===== src/rtl/vremap_pkg.sv =====
package vremap_pkg;
    typedef enum logic [1:0] {
        ST_IDLE,
        ST_SEEK,
        ST_RUN,
        ST_FINISH
    } vr_state_e;

    localparam logic [2:0] ORD_Y_FIRST = 3'b010;
endpackage


===== src/rtl/vremap_lane.sv =====
module vremap_lane
    import vremap_pkg::*;
#(
    parameter int DIM_W  = 3,
    parameter int STEP_W = 7,
    parameter int LIN_W  = 3 * DIM_W
) (
    input  logic              clk,
    input  logic              rst_n,
    input  logic              clear,
    input  logic [STEP_W-1:0] load_step,
    input  logic              adv_step,
    input  logic              adv_shape,
    input  logic [DIM_W-1:0]  xd,
    input  logic [DIM_W-1:0]  yd,
    input  logic [DIM_W-1:0]  zd,
    input  logic [2:0]        ord,
    input  logic              skip,
    output logic [STEP_W-1:0] opstep,
    output logic [LIN_W-1:0]  lin
);
    logic [DIM_W-1:0] cx, cy, cz;
    logic [DIM_W-1:0] nx, ny, nz;
    logic             y_in;
    logic [LIN_W-1:0] size_x, size_y, part_x, part_y, part_z;

    assign y_in = (ord == ORD_Y_FIRST);

    // odometer step in the selected order
    always_comb begin
        nx = cx;
        ny = cy;
        nz = cz;
        if (y_in) begin
            if (cy == yd) begin
                ny = '0;
                if (cx == xd) begin
                    nx = '0;
                    nz = (cz == zd) ? '0 : cz + 1'b1;
                end else begin
                    nx = cx + 1'b1;
                end
            end else begin
                ny = cy + 1'b1;
            end
        end else begin
            if (cx == xd) begin
                nx = '0;
                if (cy == yd) begin
                    ny = '0;
                    nz = (cz == zd) ? '0 : cz + 1'b1;
                end else begin
                    ny = cy + 1'b1;
                end
            end else begin
                nx = cx + 1'b1;
            end
        end
    end

    always_ff @(posedge clk or negedge rst_n) begin
        if (!rst_n) begin
            cx     <= '0;
            cy     <= '0;
            cz     <= '0;
            opstep <= '0;
        end else if (clear) begin
            cx     <= '0;
            cy     <= '0;
            cz     <= '0;
            opstep <= load_step;
        end else begin
            if (adv_shape) begin
                cx <= nx;
                cy <= ny;
                cz <= nz;
            end
            if (adv_step) begin
                opstep <= opstep + 1'b1;
            end
        end
    end

    // linear position in x-major layout, innermost term dropped on skip
    always_comb begin
        size_x = LIN_W'(xd) + LIN_W'(1);
        size_y = LIN_W'(yd) + LIN_W'(1);
        part_x = (skip && !y_in) ? '0 : LIN_W'(cx);
        part_y = (skip && y_in) ? '0 : LIN_W'(cy) * size_x;
        part_z = LIN_W'(cz) * size_x * size_y;
        lin    = part_x + part_y + part_z;
    end
endmodule


===== src/rtl/vremap_index.sv =====
module vremap_index #(
    parameter int LIN_W  = 9,
    parameter int STEP_W = 7,
    parameter int OFF_W  = 4,
    parameter int REG_W  = 7,
    parameter int NREGS  = 128,
    parameter int OUT_W  = STEP_W + 1
) (
    input  logic              shaped,
    input  logic [LIN_W-1:0]  lin,
    input  logic [STEP_W-1:0] opstep,
    input  logic [OFF_W-1:0]  off,
    input  logic [STEP_W-1:0] maxvl,
    input  logic [REG_W-1:0]  base,
    output logic [OUT_W-1:0]  idx,
    output logic              bad
);
    localparam int MW    = (LIN_W > STEP_W) ? LIN_W : STEP_W;
    localparam int SUM_W = ((REG_W > OUT_W) ? REG_W : OUT_W) + 1;

    logic [MW-1:0]    wrapped;
    logic [SUM_W-1:0] total;

    always_comb begin
        if (maxvl == '0) begin
            wrapped = '0;
        end else begin
            wrapped = MW'(lin) % MW'(maxvl);
        end
        if (shaped) begin
            idx = OUT_W'(wrapped[STEP_W-1:0]) + OUT_W'(off);
        end else begin
            idx = OUT_W'(opstep);
        end
        total = SUM_W'(base) + SUM_W'(idx);
        bad   = (total >= SUM_W'(NREGS));
    end
endmodule


===== src/rtl/elem_remap.sv =====
module elem_remap
    import vremap_pkg::*;
#(
    parameter int NOPS   = 4,
    parameter int DIM_W  = 3,
    parameter int OFF_W  = 4,
    parameter int STEP_W = 7,
    parameter int MAX_VL = 64,
    parameter int REG_W  = 7,
    parameter int NREGS  = 128
) (
    input  logic                             clk,
    input  logic                             rst_n,
    input  logic                             start,
    input  logic [STEP_W-1:0]                resume_step,
    input  logic [STEP_W-1:0]                vl,
    input  logic [STEP_W-1:0]                maxvl,
    input  logic [MAX_VL-1:0]                pred,
    input  logic [NOPS-1:0]                  is_vec,
    input  logic [NOPS-1:0][REG_W-1:0]       base,
    input  logic [NOPS-1:0]                  sh_en,
    input  logic [NOPS-1:0][DIM_W-1:0]       sh_xd,
    input  logic [NOPS-1:0][DIM_W-1:0]       sh_yd,
    input  logic [NOPS-1:0][DIM_W-1:0]       sh_zd,
    input  logic [NOPS-1:0][2:0]             sh_ord,
    input  logic [NOPS-1:0][OFF_W-1:0]       sh_off,
    input  logic [NOPS-1:0]                  sh_skip,
    output logic                             busy,
    output logic                             valid,
    output logic                             done,
    output logic [STEP_W-1:0]                step_save,
    output logic                             dst_we,
    output logic [NOPS-1:0][STEP_W:0]        idx,
    output logic [NOPS-1:0]                  bad_reg
);
    localparam int LIN_W   = 3 * DIM_W;
    localparam int OUT_W   = STEP_W + 1;
    localparam int PRED_IW = (MAX_VL > 1) ? $clog2(MAX_VL) : 1;

    vr_state_e         state, nxt;
    logic [STEP_W-1:0] step, seek_cnt;
    logic              launch, seek_go, run_go;
    logic [NOPS-1:0]   bad_raw;

    // next-state decision
    always_comb begin
        nxt = state;
        unique case (state)
            ST_IDLE: begin
                if (start) begin
                    if (resume_step >= vl) nxt = ST_FINISH;
                    else if (resume_step != '0) nxt = ST_SEEK;
                    else nxt = ST_RUN;
                end
            end
            ST_SEEK: begin
                if (seek_cnt == STEP_W'(1)) nxt = ST_RUN;
            end
            ST_RUN: begin
                if (!is_vec[0] || (({1'b0, step} + 1'b1) >= {1'b0, vl})) nxt = ST_FINISH;
            end
            ST_FINISH: nxt = ST_IDLE;
            default:   nxt = ST_IDLE;
        endcase
    end

    // state register and loop counters
    always_ff @(posedge clk or negedge rst_n) begin
        if (!rst_n) begin
            state    <= ST_IDLE;
            step     <= '0;
            seek_cnt <= '0;
        end else begin
            state <= nxt;
            if (launch) begin
                step     <= resume_step;
                seek_cnt <= resume_step;
            end else if (seek_go) begin
                seek_cnt <= seek_cnt - 1'b1;
            end else if (run_go) begin
                step <= step + 1'b1;
            end
        end
    end

    assign launch  = (state == ST_IDLE) && start;
    assign seek_go = (state == ST_SEEK);
    assign run_go  = (state == ST_RUN) && (nxt == ST_RUN);

    // outputs
    always_comb begin
        busy      = (state != ST_IDLE);
        valid     = (state == ST_RUN);
        done      = (state == ST_FINISH);
        step_save = step;
        dst_we    = valid && pred[step[PRED_IW-1:0]];
        bad_reg   = valid ? bad_raw : '0;
    end

    for (genvar k = 0; k < NOPS; k++) begin : g_op
        logic [STEP_W-1:0] opstep;
        logic [LIN_W-1:0]  lin;

        vremap_lane #(
            .DIM_W (DIM_W),
            .STEP_W(STEP_W),
            .LIN_W (LIN_W)
        ) u_lane (
            .clk      (clk),
            .rst_n    (rst_n),
            .clear    (launch),
            .load_step(is_vec[k] ? resume_step : '0),
            .adv_step (is_vec[k] && run_go),
            .adv_shape(is_vec[k] && (seek_go || run_go)),
            .xd       (sh_xd[k]),
            .yd       (sh_yd[k]),
            .zd       (sh_zd[k]),
            .ord      (sh_ord[k]),
            .skip     (sh_skip[k]),
            .opstep   (opstep),
            .lin      (lin)
        );

        vremap_index #(
            .LIN_W (LIN_W),
            .STEP_W(STEP_W),
            .OFF_W (OFF_W),
            .REG_W (REG_W),
            .NREGS (NREGS),
            .OUT_W (OUT_W)
        ) u_index (
            .shaped(sh_en[k]),
            .lin   (lin),
            .opstep(opstep),
            .off   (sh_off[k]),
            .maxvl (maxvl),
            .base  (base[k]),
            .idx   (idx[k]),
            .bad   (bad_raw[k])
        );
    end
endmodule


===== config.mk =====
export PLATFORM = sky130hd
export DESIGN_NAME = elem_remap
export DESIGN_NICKNAME = d
export VERILOG_FILES = /design/src/rtl/vremap_pkg.sv /design/src/rtl/vremap_lane.sv /design/src/rtl/vremap_index.sv /design/src/rtl/elem_remap.sv
export SDC_FILE = /design/constraint.sdc
export NUM_CORES = 1
export LEC_CHECK = 0
export ABC_AREA = 1
export CAP_MARGIN = 20
export CORE_MARGIN = 10
export CORE_UTILIZATION = 30
export DETAILED_ROUTE_END_ITERATION = 16
export DONT_BUFFER_PORTS = 1
export GPL_TIMING_DRIVEN = 0
export HOLD_SLACK_MARGIN = 0.06
export RECOVER_POWER = 50
export SYNTH_ARGS = -nofsm -noshare
export SYNTH_HDL_FRONTEND = slang
export SYNTH_HIERARCHICAL = 1
export SYNTH_SLANG_ARGS = --single-unit

===== constraint.sdc =====
create_clock -name clk -period 24.8 [get_ports clk]
set_input_delay 2.48 -clock clk [delete_from_list [all_inputs] [get_ports clk]]
set_output_delay 2.48 -clock clk [all_outputs]
set_load 0.1 [all_outputs]

==> impl_metrics.toml, run 1 <==
[timing]
setup_viol = 0
skew_ns = 0.01512
tightest_slew_ns = 1.095
finalCritPeriodShare = 0.9346
min_period_ns = 23.18
finalMaxSlewViolations = 0
rsz0062_at_grt = "true"
max_freq_mhz = 43.14
slew_headroom = 0.2690
hold_viol = 0

[worst_setup_path]
max_stage_delay_ns = 0.55
crit_buf_inv = 16
cp_slowest_cell = "fa_1"
critPathLaunchType = "input pin"
critical_path_required_ns = 22.32
crit_path_frequent_cell = "nand2_1"
crit_family = "adder cells"
crit_type = "input pin to primary output"
worstSetupEndpointType = "primary output"
cp_max_fo = 9
critical_path_arrival_ns = 20.70

[global_route]
antenna_found_initial = 4
grt_overflow = 0
grt_first_pass_wirelength_microns = 112900
track_usage = 0.1436
grt_pass1_vias = 22549
grt_max_degree = 81

[clocking]
cts_tree = "built"
worstSkewPairLatency_ns = 0.39
ctsHtreeMaxLevel = 3
cts_buffers = 9
clockRootBuffer = "clkbuf_16"
clkSinkCount = 80
clk_path_buf_depth = 2
path_clk_slew_ns = 0.07

[layout]
final_layout_size_suffix_gt1_frac = 0.1014
final_common_cell = "nand2_1"
num-nets-final = 4640
area_growth_pct = 9.819
mostFrequentLayoutCells = "nand2_1 (966), inv_1 (723), ha_1 (361)"
utilization = 0.3312
antenna_cells = 0
multiInputGateArea_sq_um = 20180
seq_area_sq_um = 2002
nFillCells = 9099

[synthesis]
avgSynthCellArea_sq_um = 6.386
syn_area_sq_um = 25120
synth-seq-area-share = 0.07971
netlist_instances = 3933
yosysWarnings = 6
ys_seq_elements = 80
dominantRegCellSynth = "dfrtp_1"
synth_nets = 4602
synth_edf_count = 0
ys_types = 69
synthArstFlopShare = 1.000

[floorplanning]
num_io_pins = 239
fp.dieArea_sq_um = 95690
num_rows = 106
initial_utilization = 0.3015
core_area_sq_um = 83290
die_h_microns = 309.3
die_x_microns = 309.3

[place]
dp_hpwl_microns = 59380
gp_congestion = 0.8625
port_buffers = 0

[routing]
ant_nets = 0
wl_per_cell_microns = 13.92
drtIter0Drc = 1081
drtPass1Iterations = 5
drc = 0
vias = 23556
via_per_inst = 4.659
wl_met1_microns = 32240
dr_wl_met3_microns = 3476
wl_met2_microns = 32930
routed_wl_microns = 70360
routed.top_layer = "met5"

[outcome]
status = "finished, final reports clean"

[run]
drv_cap = 0

[hold_path]
hold_class = "flip-flop to flip-flop"
[cell families after synthesis]
group           after synthesis  share of synthesized area
flops                        80                    0.07971
buf+inv                     847                     0.1322
simple gates               1832                     0.3331
compound gates              506                     0.1163
fa+ha+maj                   477                     0.2711
mux                           1                  0.0003986
xor+xnor                    190                    0.06715
[per-stage QoR]
step	TNS, ns	std cells	area (sq um)	hold WS, ns	worst slack (ns)
3_3_place_gp	-6.598	5013	26470	0.5208	-2.002
5_1_grt	-0.1361	5056	27580	0.5894	-0.08342
6_report	0	5056	27580	0.5609	1.622
2_1_floorplan	0	3933	25120	0.4958	0.4243
4_1_cts	0	5053	27260	0.5533	0.09009
3_5_place_dp	0	5037	26950	0.5421	0.1636
[synth_stat cells, types with 57 or more instances]
cell type	count	share of area
a21oi_1	188	0.037
dfrtp_1	80	0.080
fa_1	112	0.089
ha_1	365	0.18
inv_1	727	0.11
nand2_1	980	0.15
nand3_1	214	0.043
nor2_1	358	0.054
o21ai_0	125	0.025
o21ai_1	57	0.011
xnor2_1	76	0.027
xor2_1	111	0.039
[registers in the layout, summed over array words and instances (netlist names)]
register	cells
g_op.u_lane/cy	12
seek_cnt	7
g_op.u_lane/opstep	28
g_op.u_lane/cx	12
g_op.u_lane/cz	12
step_save	7
state	2
[tightest hold or removal path, cell delays in order (launching register included)]
cell     delay [ns]
dfrtp_1        0.41
nand2_1        0.07
nand2_1        0.06
[final timing paths]
kind | startpoint | end | slack [ns] | cells after the start
max in group asynchronous | rst_n | g_op[2].u_lane/opstep[6]$_DFFE_PN0P_ | 22.87 | 0
worst max register to register | step_save[2]$_DFFE_PN0P_ | g_op[3].u_lane/cy[1]$_DFFE_PN0P_ | 20.71 | 16
worst max-delay path | sh_xd[0] | bad_reg[0] | 1.62 | 118
worst min register to register | g_op[1].u_lane/cx[2]$_DFFE_PN0P_ | g_op[1].u_lane/cx[2]$_DFFE_PN0P_ | 0.56 | 2
worst min-delay path | g_op[1].u_lane/cx[2]$_DFFE_PN0P_ | g_op[1].u_lane/cx[2]$_DFFE_PN0P_ | 0.56 | 2
min in group asynchronous | rst_n | step_save[3]$_DFFE_PN0P_ | 1.79 | 0
[cell type report]
type	instances	share of cell area
Clock inverter	7	0.003130
Clock buffer	9	0.008165
Tap cell	1080	0.04899
Timing Repair Buffer	27	0.01529
Multi-Input combinational cell	3006	0.7315
Buffer	62	0.01279
Sequential cell	80	0.07258
Inverter	785	0.1075
[timing repair]
| item | CTS | global route |
|---|---|---|
| endpoints found under the setup margin | 0 | 4 |
| buffers inserted | 0 | 3 |
| hold buffers | 0 | 0 |
| resized for setup | 0 | 80 |
[layer usage]
layer  vias to the layer above  global-route usage
met5                         -                   0
met4                         6             0.03495
met3                        78             0.03149
met2                       316              0.2444
met1                     10684              0.1822
li1                      12472                   -
Power of run 1 is not shown: default switching activity piles up to over one toggle a cycle in this logic, so the estimate is an artifact.
==> run 2: changes to the inputs <==
Settings changed: PLACE_DENSITY from default to 0.54.
==> run 2 against run 1 <==
Compared with the run above:
- flip-flop and latch count did not move
- final area barely moved
- wire length rose by 3.2%
- critical path depth rose by 2
- sequential share of layout area barely moved
- critical endpoint unchanged
==> impl_metrics.toml, run 2 (synthesis gave the netlist of run 1 again) <==
[routing]
drtIter0Drc = 1266
wl_per_cell_microns = 14.35
drtPass1Iterations = 5
routed_wl_microns = 72580
vias = 23547
drc = 0
via_per_inst = 4.656
ant_nets = 0

[layout]
largest_reg_flops = 28
final_common_cell = "nand2_1"
num-nets-final = 4640
area_growth_pct = 9.774
mostFrequentLayoutCells = "nand2_1 (964), inv_1 (723), ha_1 (360)"
regMostFlops = "g_op.u_lane/opstep"
final_layout_size_suffix_gt1_frac = 0.1021

[worst_setup_path]
worstSetupEndpointType = "primary output"
cp_max_fo = 9
crit_type = "input pin to primary output"
cp_slowest_cell = "fa_1"
max_stage_delay_ns = 0.55
crit_path_frequent_cell = "nand2_1"
critPathLaunchType = "input pin"
critical_path_required_ns = 22.32
critical_path_arrival_ns = 20.89

[floorplanning]
num_io_pins = 239
initial_utilization = 0.3015
die_h_microns = 309.3
die_x_microns = 309.3
num_rows = 106
core_area_sq_um = 83290
fp.dieArea_sq_um = 95690

[clocking]
ctsHoldBuffers = 0
worstSkewPairLatency_ns = 0.39
clk_path_buf_depth = 2
clkSinkCount = 80
path_clk_slew_ns = 0.08
cts_tree = "built"
ctsHtreeMaxLevel = 3
cts_buffers = 9
clockRootBuffer = "clkbuf_16"

[hold_path]
hold_class = "flip-flop to flip-flop"

[place]
port_buffers = 0
gp_congestion = 0.8744
dp_hpwl_microns = 61090

[timing]
hold_viol = 0
finalCritPeriodShare = 0.9424
tns_ns = 0
finalMaxSlewViolations = 0
min_period_ns = 23.37
tightest_slew_ns = 1.105
slew_headroom = 0.2625
max_freq_mhz = 42.79
setup_viol = 0
skew_ns = 0.01496

[run]
drv_cap = 0

[global_route]
track_usage = 0.1490
grt_overflow = 0
grt_first_pass_wirelength_microns = 116100
grt_max_degree = 81
antenna_found_initial = 2
grt_pass1_vias = 22356

[outcome]
status = "finished, final reports clean"
==> run 2: changes by cell type in the layout (fill, tap and decap cells not counted), moves of 2 or more <==
cell,change
xor2_2,-2
ha_2,+2
o21ai_2,+2
xor2_1,+2
a21oi_2,+2
nand2_1,-2
==> run 2: what timing repair did <==
action / 4_1_cts / 5_1_grt
setup buffers: 0 / 4
gates resized for setup: 1 / 86
pin swaps: 0 / 17
endpoints found under the setup margin: 1 / 4
==> run 2: worst paths after layout <==
kind | slack, ns | to | cells after the start | startpoint
worst max-delay path | 1.43 | bad_reg[0] | 120 | sh_xd[0]
worst min-delay path | 0.56 | g_op[0].u_lane/opstep[5]$_DFFE_PN0P_ | 2 | g_op[0].u_lane/opstep[5]$_DFFE_PN0P_
worst max register to register | 20.35 | g_op[1].u_lane/opstep[3]$_DFFE_PN0P_ | 15 | step_save[2]$_DFFE_PN0P_
worst min register to register | 0.56 | g_op[0].u_lane/opstep[5]$_DFFE_PN0P_ | 2 | g_op[0].u_lane/opstep[5]$_DFFE_PN0P_
max in group asynchronous | 22.87 | g_op[2].u_lane/opstep[6]$_DFFE_PN0P_ | 0 | rst_n
min in group asynchronous | 1.79 | step_save[1]$_DFFE_PN0P_ | 0 | rst_n
==> run 2: cell type report <==
cell class	instances	area, sq um
diodes	1	2.502
plain buffers	62	345.3
clock buffers	9	225.2
clock inverters	7	86.33
fillers	9175	55720
inverters	785	2968
multi-input cells	3006	20160
flip-flops and latches	80	2002
well taps	1080	1351
repair buffers	27	425.4
==> run 2: stage by stage <==
step	setup WS (ns)	hold WS (ns)	cells	utilization	instance area [sq um]
2_1_floorplan	0.4243	0.4958	3933	-	25120
3_3_place_gp	-3.002	0.5301	5013	0.3178	26470
3_5_place_dp	-0.2686	0.5284	5036	0.3235	26950
4_1_cts	0.008056	0.5502	5052	0.3273	27260
5_1_grt	-0.07324	0.5949	5057	0.3310	27570
6_report	1.428	0.5553	5057	0.3310	27570
==> run 2: per-layer routing <==
layer | track usage | share of wire | vias up
li1 | - | - | 12499
met1 | 0.1938 | 0.47 | 10672
met2 | 0.2540 | 0.47 | 322
met3 | 0.02979 | 0.046 | 54
met4 | 0.02686 | 0.015 | 0
met5 | 0 | 0 | -
==> run 2: worst max-delay path: cells and delay by family <==
family,cells,cell delay [ns]
compound gates,22,3.56
fa+ha+maj,20,6.59
buf+inv,23,1.98
simple gates,53,5.94
xor+xnor,2,0.34
Power of run 2 is left out for the same reason.
